===== src/rtl/lpic_pkg.sv =====
package lpic_pkg;

    typedef enum logic [1:0] {
        SEL_TPR  = 2'd0,
        SEL_IVR  = 2'd1,
        SEL_EOI  = 2'd2,
        SEL_NONE = 2'd3
    } reg_sel_e;

endpackage


===== src/rtl/lpic_prio_enc.sv =====
module lpic_prio_enc #(
    parameter int N     = 256,
    parameter int IDX_W = $clog2(N)
) (
    input  logic [N-1:0]     req,
    output logic             any,
    output logic [IDX_W-1:0] idx
);

    // highest set index wins
    always_comb begin
        any = 1'b0;
        idx = '0;
        for (int i = 0; i < N; i++) begin
            if (req[i]) begin
                any = 1'b1;
                idx = IDX_W'(i);
            end
        end
    end

endmodule


===== src/rtl/lpic_mask.sv =====
module lpic_mask #(
    parameter int VEC_W   = 8,
    parameter int CLASS_W = 4,
    parameter int NMI_VEC = 2
) (
    input  logic [CLASS_W-1:0]     thresh,
    input  logic                   gmask,
    output logic [(1<<VEC_W)-1:0]  allow
);

    localparam int NUM_VEC = 1 << VEC_W;
    localparam int CLS_SH  = VEC_W - CLASS_W;

    for (genvar v = 0; v < NUM_VEC; v++) begin : g_vec
        localparam logic [CLASS_W-1:0] VCLS = CLASS_W'(v >> CLS_SH);
        if (v == NMI_VEC) begin : g_nmi
            assign allow[v] = 1'b1;
        end else if (VCLS == '0) begin : g_low
            assign allow[v] = ~gmask;
        end else begin : g_cls
            assign allow[v] = ~gmask & (VCLS > thresh);
        end
    end

endmodule


===== src/rtl/lpic_top.sv =====
module lpic_top #(
    parameter int VEC_W    = 8,
    parameter int CLASS_W  = 4,
    parameter int DATA_W   = 64,
    parameter int SPURIOUS = 15
) (
    input  logic              clk,
    input  logic              rst_n,
    input  logic              vec_valid,
    input  logic [VEC_W-1:0]  vec_num,
    input  logic              reg_en,
    input  logic              reg_we,
    input  logic [1:0]        reg_sel,
    input  logic [DATA_W-1:0] reg_wdata,
    output logic [DATA_W-1:0] reg_rdata,
    output logic              irq_req
);
    import lpic_pkg::*;

    localparam int NUM_VEC = 1 << VEC_W;
    localparam int MIC_LSB = 4;
    localparam int MMI_BIT = 16;
    localparam int CLS_SH  = VEC_W - CLASS_W;

    typedef struct packed {
        logic [NUM_VEC-1:0] pend;
        logic [NUM_VEC-1:0] insvc;
        logic [CLASS_W-1:0] mic;
        logic               mmi;
    } state_t;

    state_t st_d, st_q;

    logic [NUM_VEC-1:0] allow;
    logic [NUM_VEC-1:0] deliver;
    logic               isv_any, dlv_any;
    logic [VEC_W-1:0]   hi_isv, hi_dlv;
    logic [CLASS_W-1:0] isv_cls;
    logic               unused_wdata;

    assign unused_wdata = ^reg_wdata;

    lpic_mask #(.VEC_W(VEC_W), .CLASS_W(CLASS_W), .NMI_VEC(2)) u_mask (
        .thresh (st_q.mic),
        .gmask  (st_q.mmi),
        .allow  (allow)
    );

    lpic_prio_enc #(.N(NUM_VEC), .IDX_W(VEC_W)) u_isv_enc (
        .req (st_q.insvc),
        .any (isv_any),
        .idx (hi_isv)
    );

    assign isv_cls = hi_isv[VEC_W-1 -: CLASS_W];

    for (genvar v = 0; v < NUM_VEC; v++) begin : g_dlv
        localparam logic [CLASS_W-1:0] VCLS = CLASS_W'(v >> CLS_SH);
        assign deliver[v] = st_q.pend[v] & allow[v] & (~isv_any | (VCLS > isv_cls));
    end

    lpic_prio_enc #(.N(NUM_VEC), .IDX_W(VEC_W)) u_dlv_enc (
        .req (deliver),
        .any (dlv_any),
        .idx (hi_dlv)
    );

    assign irq_req = dlv_any;

    always_comb begin
        reg_sel_e sel;
        logic     rd, wr;
        sel  = reg_sel_e'(reg_sel);
        rd   = reg_en & ~reg_we;
        wr   = reg_en & reg_we;
        st_d = st_q;

        if (rd && sel == SEL_IVR && dlv_any) begin
            st_d.pend[hi_dlv]  = 1'b0;
            st_d.insvc[hi_dlv] = 1'b1;
        end
        if (wr && sel == SEL_EOI && isv_any) begin
            st_d.insvc[hi_isv] = 1'b0;
        end
        if (wr && sel == SEL_TPR) begin
            st_d.mic = reg_wdata[MIC_LSB +: CLASS_W];
            st_d.mmi = reg_wdata[MMI_BIT];
        end
        if (vec_valid) begin
            st_d.pend[vec_num] = 1'b1;
        end

        reg_rdata = '0;
        case (sel)
            SEL_TPR: begin
                reg_rdata[MIC_LSB +: CLASS_W] = st_q.mic;
                reg_rdata[MMI_BIT]            = st_q.mmi;
            end
            SEL_IVR: reg_rdata = dlv_any ? DATA_W'(hi_dlv) : DATA_W'(SPURIOUS);
            default: reg_rdata = '0;
        endcase
    end

    always_ff @(posedge clk) begin
        if (!rst_n) st_q <= '0;
        else        st_q <= st_d;
    end

endmodule


===== config.mk =====
export PLATFORM = sky130hd
export DESIGN_NAME = lpic_top
export DESIGN_NICKNAME = d
export VERILOG_FILES = /design/src/rtl/lpic_pkg.sv /design/src/rtl/lpic_prio_enc.sv /design/src/rtl/lpic_mask.sv /design/src/rtl/lpic_top.sv
export SDC_FILE = /design/constraint.sdc
export NUM_CORES = 2
export LEC_CHECK = 0
export BUFFER_PORTS_ARGS = -buffer_cell sky130_fd_sc_hd__buf_2
export CAP_MARGIN = 20
export CORE_ASPECT_RATIO = 0.5
export CORE_MARGIN = 3
export CORE_UTILIZATION = 35
export CTS_BUF_LIST = sky130_fd_sc_hd__clkbuf_8 sky130_fd_sc_hd__clkbuf_16
export DETAILED_ROUTE_END_ITERATION = 10
export SYNTH_ARGS = -nofsm -noshare
export SYNTH_HDL_FRONTEND = slang
export SYNTH_SLANG_ARGS = --single-unit

===== constraint.sdc =====
create_clock -name clk -period 6.6 [get_ports clk]
set_input_delay 0.66 -clock clk [delete_from_list [all_inputs] [get_ports clk]]
set_output_delay 0.66 -clock clk [all_outputs]
set_load 0.005 [all_outputs]

---- Yosys cells after proc, flatten, opt, wreduce, memory -nomap -nowiden ----
Cells that the tools add are included.
W data, S select, Z words.
storage, ports and cells
  word-level logic and storage cells ...... 1640
  bits in registers ....................... 517
  output and inout bits ................... 65
  bits of input ports ..................... 79
cells by class
  muxes and demuxes ....................... 1035
  equal/unequal tests ..................... 2
  order comparisons ....................... 37
  reductions and logical operators ........ 9
  bitwise operators ....................... 553
operators by type and width
  operator              count
  $mux W8               257
  $mux W7               128
  $and A1 B1 Y1         528
  $mux W1               517
  $and A256 B256 Y256   2
  $mux W256             2
  $mux W512             1
  $not A256 Y256        2
  $or A256 B256 Y256    2
  $mux W6               64
  $mux W5               32
  $mux W4               17
  $gt A4 B4 Y1 const A  16
  $gt A3 B4 Y1 const A  8
  $lt A8 B9 Y1 const B  3
  $demux W1 S8          3
  $ge A8 B1 Y1 const B  3
  $mux W3               8
  $gt A2 B4 Y1 const A  4
  $or A1 B1 Y1          16
  $gt A1 B4 Y1 const A  3
  $logic_and A1 B1 Y1   8
  $mux W2               4
  $pmux W4 S2           1
  5 further kinds       7

---- Logic depth before layout (Yosys ltp) ----
  word-level depth ........................ 523
  depth in mapped cells ................... 20
  gate-level depth less buffers ........... 14

---- Cells and area by module ----
A second synthesis with hierarchy kept.
second synthesis, totals
  cell total of the unflattened synthesis .. 3822
  area, all modules ....................... 32353.5 um^2
modules (own cells, without submodules)
  module         seq. area each (um^2)  area each (um^2)  times used  cells an instance
  lpic_top       10349.9                23701.5           1           2356
  lpic_prio_enc  0.0                    3344.5            2           601
  lpic_mask      0.0                    1963.1            1           264

---- Worst setup path before layout ----
Ideal clock, no wire load.
  path kind ............................... register -> output
  start ................................... reg st_q[229] (netlist name)
  end ..................................... out reg_rdata[0]
  buffers on the path ..................... 3
  slack ................................... 1.471 ns
  data required time ...................... 5.940 ns
  stages on the path, launching flop included .. 17
  arrival ................................. 4.469 ns
  cell sequence ........................... dfxtp_1 > or4_4 > or4_4 > nor4_2 > buf_4 > nand4_4 > nor4_2 > and2_1 > o311a_1 > o211ai_1 > a21o_1 > o311a_2 > o211a_2 > or2_1 > buf_2 > clkbuf_1 > a31oi_1
between the ends
  longest elaborated chain between the ends .. 293
  elaborated cells on any way between the ends .. 866
  those cells by class .................... order compare: 16; mux: 577; bitwise: 273
ends and longest elaborated chain
  what                                               line                 RTL
  from (decl)                                        lpic_top.sv:32       state_t st_d, st_q;
  from (signal assigned)                             lpic_top.sv:106      else st_q <= st_d;
  $mux W8 or $mux W1 (tied branches) (32 in series)  lpic_prio_enc.sv:15  if (req[i]) begin
  $gt A1 B4 Y1 or $not A1 Y1 (tied branches)         lpic_top.sv:59       assign deliver[v] = st_q.pend[v] & allow[v] & (~isv_any | (VCLS > isv_cls));
  $or A1 B1 Y1                                       lpic_top.sv:59
  $and A1 B1 Y1                                      lpic_top.sv:59
  $mux W1 (256 in series)                            lpic_prio_enc.sv:15
  $mux W8 (*)                                        lpic_top.sv:99       SEL_IVR: reg_rdata = dlv_any ? DATA_W'(hi_dlv) : DATA_W'(SPURIOUS);
  $mux W4 (*)                                        lpic_top.sv:94       case (sel)
  to (decl)                                          lpic_top.sv:15       output logic [DATA_W-1:0] reg_rdata,
Every way passes the cells marked *; elsewhere a longest branch is shown, timed or not.

---- Worst setup path in the final report ----
  start ................................... reg st_q[233] (netlist name)
  end ..................................... reg st_q[10] (netlist name)
between the ends
  longest elaborated chain between the ends .. 294
  elaborated cells on any way between the ends .. 873
  those cells by class .................... order compare: 20; mux: 573; bitwise: 276; reduce/logical: 4
ends and longest elaborated chain
  what                                                                line                 RTL
  $mux W8 or $mux W1 (tied branches) (28 in series)                   lpic_prio_enc.sv:15
  $gt A1 B4 Y1 or $not A1 Y1 (tied branches)                          lpic_top.sv:59
  $or A1 B1 Y1                                                        lpic_top.sv:59
  $and A1 B1 Y1                                                       lpic_top.sv:59
  $mux W1                                                             lpic_prio_enc.sv:15
  $mux W2 (2 in series)                                               lpic_prio_enc.sv:15
  $mux W3 (4 in series)                                               lpic_prio_enc.sv:15
  $mux W4 (8 in series)                                               lpic_prio_enc.sv:15
  [... 240 more ...]                                                  -
  $lt A8 B9 Y1 (not written as such) or $ge A8 B1 Y1 (tied branches)  lpic_top.sv:80       st_d.insvc[hi_dlv] = 1'b1;
  $logic_and A1 B1 Y1 (not written as such)                           lpic_top.sv:80
  $mux W1 (not written as such)                                       lpic_top.sv:80
  $demux W1 S8                                                        lpic_top.sv:80
  $or A256 B256 Y256 (no source line)                                 -
  $mux W512                                                           lpic_top.sv:78       if (rd && sel == SEL_IVR && dlv_any) begin
  $and A256 B256 Y256 (no source line)                                -
  $mux W256 (*)                                                       lpic_top.sv:82       if (wr && sel == SEL_EOI && isv_any) begin
Marks and branches as above.
A chain may end at the register's enable or synchronous reset.

==> impl_metrics.yaml <==
global_route:
  grt_usage_pct: 33.9
  antenna_found_initial: 6
  grt_pass1_vias: 32500
  grt_first_pass_wirelength_mm: 232
  grt_max_degree: 131
  global_route.overflow_total: 0
flow_run:
  maxCapViolCount: 0
power:
  vdd_drop_max_v: 0.000244
  pwr-share-seq_pct: 37.7
  p_sw_mw: 2.75
  post-layout-total-power_mw: 8.30
  power_leakage_nw: 12.5
  p_clk_share_pct: 41.6
  power.switching_fraction_pct: 33.2
  powerDensity_nw_per_um2: 234
  cell_internal_pwr_mw: 5.55
  combPwrFrac_pct: 20.7
place:
  placement.io_buffers: 29
  final_hpwl_from_detailed_placement_mm: 120
  routability_congestion_estimate_from_global_placement: 1.07
  place.detailed.instances: 5248
route:
  antenna_left: 0
  drt_iter0_drc: 6089
  detail_route.drc_violations: 0
  wirelength_mm: 163
  route.detailed.vias_per_inst: 6.76
  num_vias: 36300
  routedWlPerCell_um: 30.4
  detail_route.first_pass.iterations: 6
synthesis:
  yosysWarnings: 0
  synth.avg_cell_area_um2: 7.53
  ys_seq_elements: 517
  asyncSetResetFlopFracSynth_pct: 0
  postSynthCellCount: 4081
  synth_top_area_cell: "sky130_fd_sc_hd__dfxtp_1"
  synth.area.top_cells: "sky130_fd_sc_hd__dfxtp_1, sky130_fd_sc_hd__nor2_1, sky130_fd_sc_hd__a21oi_1"
  yosysSeqAreaShare_pct: 33.7
  post_synth_num_cell_types: 92
  synthFlopType: "sky130_fd_sc_hd__dfxtp_1"
  synth.top_cells.by_count: "sky130_fd_sc_hd__dfxtp_1, sky130_fd_sc_hd__nor2_1, sky130_fd_sc_hd__nand2_1"
  synth-edff-count: 0
  synthDominantCellAreaShare_pct: 33.7
  yosysMostFrequentCell: "sky130_fd_sc_hd__dfxtp_1"
  post_synth_instance_area_um2: 30700
layout:
  finish.net_count: 4225
  top_register: "st_q"
  area.growth.synth_to_final_pct: 15.6
  top_regs: "st_q (517)"
  final_layout_size_suffix_gt1_share_pct: 13.7
  max_ffs_per_register: 517
  instances_no_fill: 5367
sta:
  finalWorstSetupSlack_ps: -155
  layout_min_cycle_time_ps: 6750
  slew_viol_final: 0
  fmax_mhz: 148
  finalClockSkew_ps: 45.9
  grt_setup_unrepaired: "no"
  worst-slew-pin-transition_ps: 1150
  slew_headroom_pct: 22.2
  period_share_pct: 102
  timing.final.setup_violations: 10
  hold_violations: 0
cts:
  h-tree-depth: 2
  clock_latency_ps: 650
  clk_path_buf_depth: 3
  cts_tree: "built"
  cts-buffers-inserted: 54
  ctsHoldBuffers: 0
  cts.clk_slew.worst_paths_ps: 70
  clkSinkCount: 517
  clock_tree.root_cell: "sky130_fd_sc_hd__clkbuf_16"
setup_path:
  crit_path_max_incr_delay_ps: 760
  path_class: "reg -> reg"
  worst_ep_required_time_ps: 7140
  regToRegSetupSlack_ps: -150
  critical_path.n_buffers_inverters: 2
  arrival_ps: 7300
  cp-end-kind: "flop"
  crit_path_start_kind: "flop"
  crit_slowest_cell: "sky130_fd_sc_hd__a31oi_1"
  cp_top_family: "simple AND/OR/NAND/NOR gates"
  critical_path.cell_chain: "or4_4 > or4_4 > nor4_4 > buf_6 > buf_4 > nand3_1 > a31oi_1 > nor2_1 > o211ai_1 > nand2_1 > or2_0 > nor2_1 > nand2_1 > nor3_1 > o2bb2ai_1"
  cp_max_fo: 7
die:
  initial_standard_cell_utilization_of_the_core_pct: 35.5
  dieArea_um2: 91600
  std_cell_rows: 76
  die_width_um: 425
  top_level_ports: 144
  die-height_um: 216
  design.core.area_um2: 86500
worst_hold_path:
  hold_class: "in -> reg"
outcome:
  run_status: "finished, violations left"
  violations_in_the_final_reports: "setup timing"
-- metal layers --
metal	share of wire, %	track usage, %	wire [um]	vias up
met5	0.0080	0	13	-
met4	4.0	12.3	6590	2
met3	16	13.2	25600	417
met2	39	46.0	62900	2731
met1	42	47.8	68200	17500
li1	-	-	-	15600
-- kinds of logic (layout without fill, tap and decap cells) --
kind of cell           after synthesis  after routing  share of synthesized area [%]
multiplexers                         6              6                          0.195
flip-flops                         517            517                           33.7
other                                1             61                         0.0122
AO/OA/AOI/OAI                     1420           1420                           33.2
buffers and inverters              477            533                           6.73
AND/OR/NAND/NOR                   1660           1660                           26.2
-- stage by stage --
stage	hold slack (ps)	instance area, um2	setup WS (ps)	setup TNS [ps]	util [%]
final	244	35500	-155	-964	41.0
after global routing	263	35500	0.972	0	41.0
after CTS	232	35400	25.9	0	40.9
after detailed placement	471	33400	-190	-2040	38.5
after global placement	468	33300	-328	-4230	38.5
after floorplan	437	30900	1470	0	-
-- worst min-delay path: cells and delay by family --
kind                   cells  cell delay (ps)
multiplexers               1               60
AND/OR/NAND/NOR            1               70
buffers and inverters      1               70
-- layout by cell type (no fill, tap or decap), types with 29 or more instances in the layout --
cell / synthesis / routed
sky130_fd_sc_hd__nand4_1: 32 / 32
sky130_fd_sc_hd__nand2_1: 399 / 399
sky130_fd_sc_hd__clkbuf_16: 0 / 55
sky130_fd_sc_hd__a22oi_1: 63 / 63
sky130_fd_sc_hd__or4_1: 54 / 53
sky130_fd_sc_hd__conb_1: 1 / 55
sky130_fd_sc_hd__a211oi_1: 50 / 50
sky130_fd_sc_hd__nor4_1: 163 / 153
sky130_fd_sc_hd__nand2b_1: 46 / 46
sky130_fd_sc_hd__inv_1: 142 / 144
sky130_fd_sc_hd__o221a_2: 84 / 84
sky130_fd_sc_hd__nor2_1: 513 / 495
sky130_fd_sc_hd__o31ai_1: 63 / 63
sky130_fd_sc_hd__a31oi_1: 45 / 43
sky130_fd_sc_hd__nor3_1: 183 / 176
sky130_fd_sc_hd__a311oi_1: 122 / 122
sky130_fd_sc_hd__o21ai_0: 186 / 185
sky130_fd_sc_hd__o2bb2ai_1: 31 / 31
sky130_fd_sc_hd__o211ai_1: 45 / 45
sky130_fd_sc_hd__a21oi_1: 340 / 339
sky130_fd_sc_hd__o21bai_1: 29 / 29
sky130_fd_sc_hd__buf_4: 59 / 236
sky130_fd_sc_hd__dfxtp_1: 517 / 517
sky130_fd_sc_hd__o22ai_1: 33 / 32
sky130_fd_sc_hd__nand3_1: 105 / 104
sky130_fd_sc_hd__o21a_1: 29 / 29
sky130_fd_sc_hd__a22o_1: 56 / 56
-- worst paths after layout --
check / cells past startpoint / to / start
hold / removal: 3 / st_q[0] / reg_wdata[16]
hold reg to reg: 2 / st_q[399] / st_q[399]
setup reg to reg: 15 / st_q[10] / st_q[233]
setup / recovery: 15 / st_q[10] / st_q[233]
-- power by group through the flow --
stage	Clock, mW	Combinational, mW	Sequential (mW)
5_1_grt	3.57	1.72	3.13
2_1_floorplan	0	0.778	3.20
3_3_place_gp	0	1.60	3.20
4_1_cts	3.44	1.62	3.13
3_5_place_dp	0	1.62	3.20
6_report	3.45	1.72	3.13
-- layout make-up --
class / instances / area (um2)
clock inverter: 29 / 338
antenna: 6 / 15.0
inverter: 143 / 544
sequential: 517 / 10300
timing repair buffer: 289 / 2370
tap: 1170 / 1460
clock buffer: 72 / 1610
multi-input combinational: 3141 / 18800
fill: 8849 / 51000
-- repair_timing --
action	4_1_cts	5_1_grt
resized for setup	7	12
endpoints found under the hold margin	0	0
setup buffers	2	9
pin swaps	3	5
setup endpoints to repair	32	26
(Power assumes the default switching activity.)
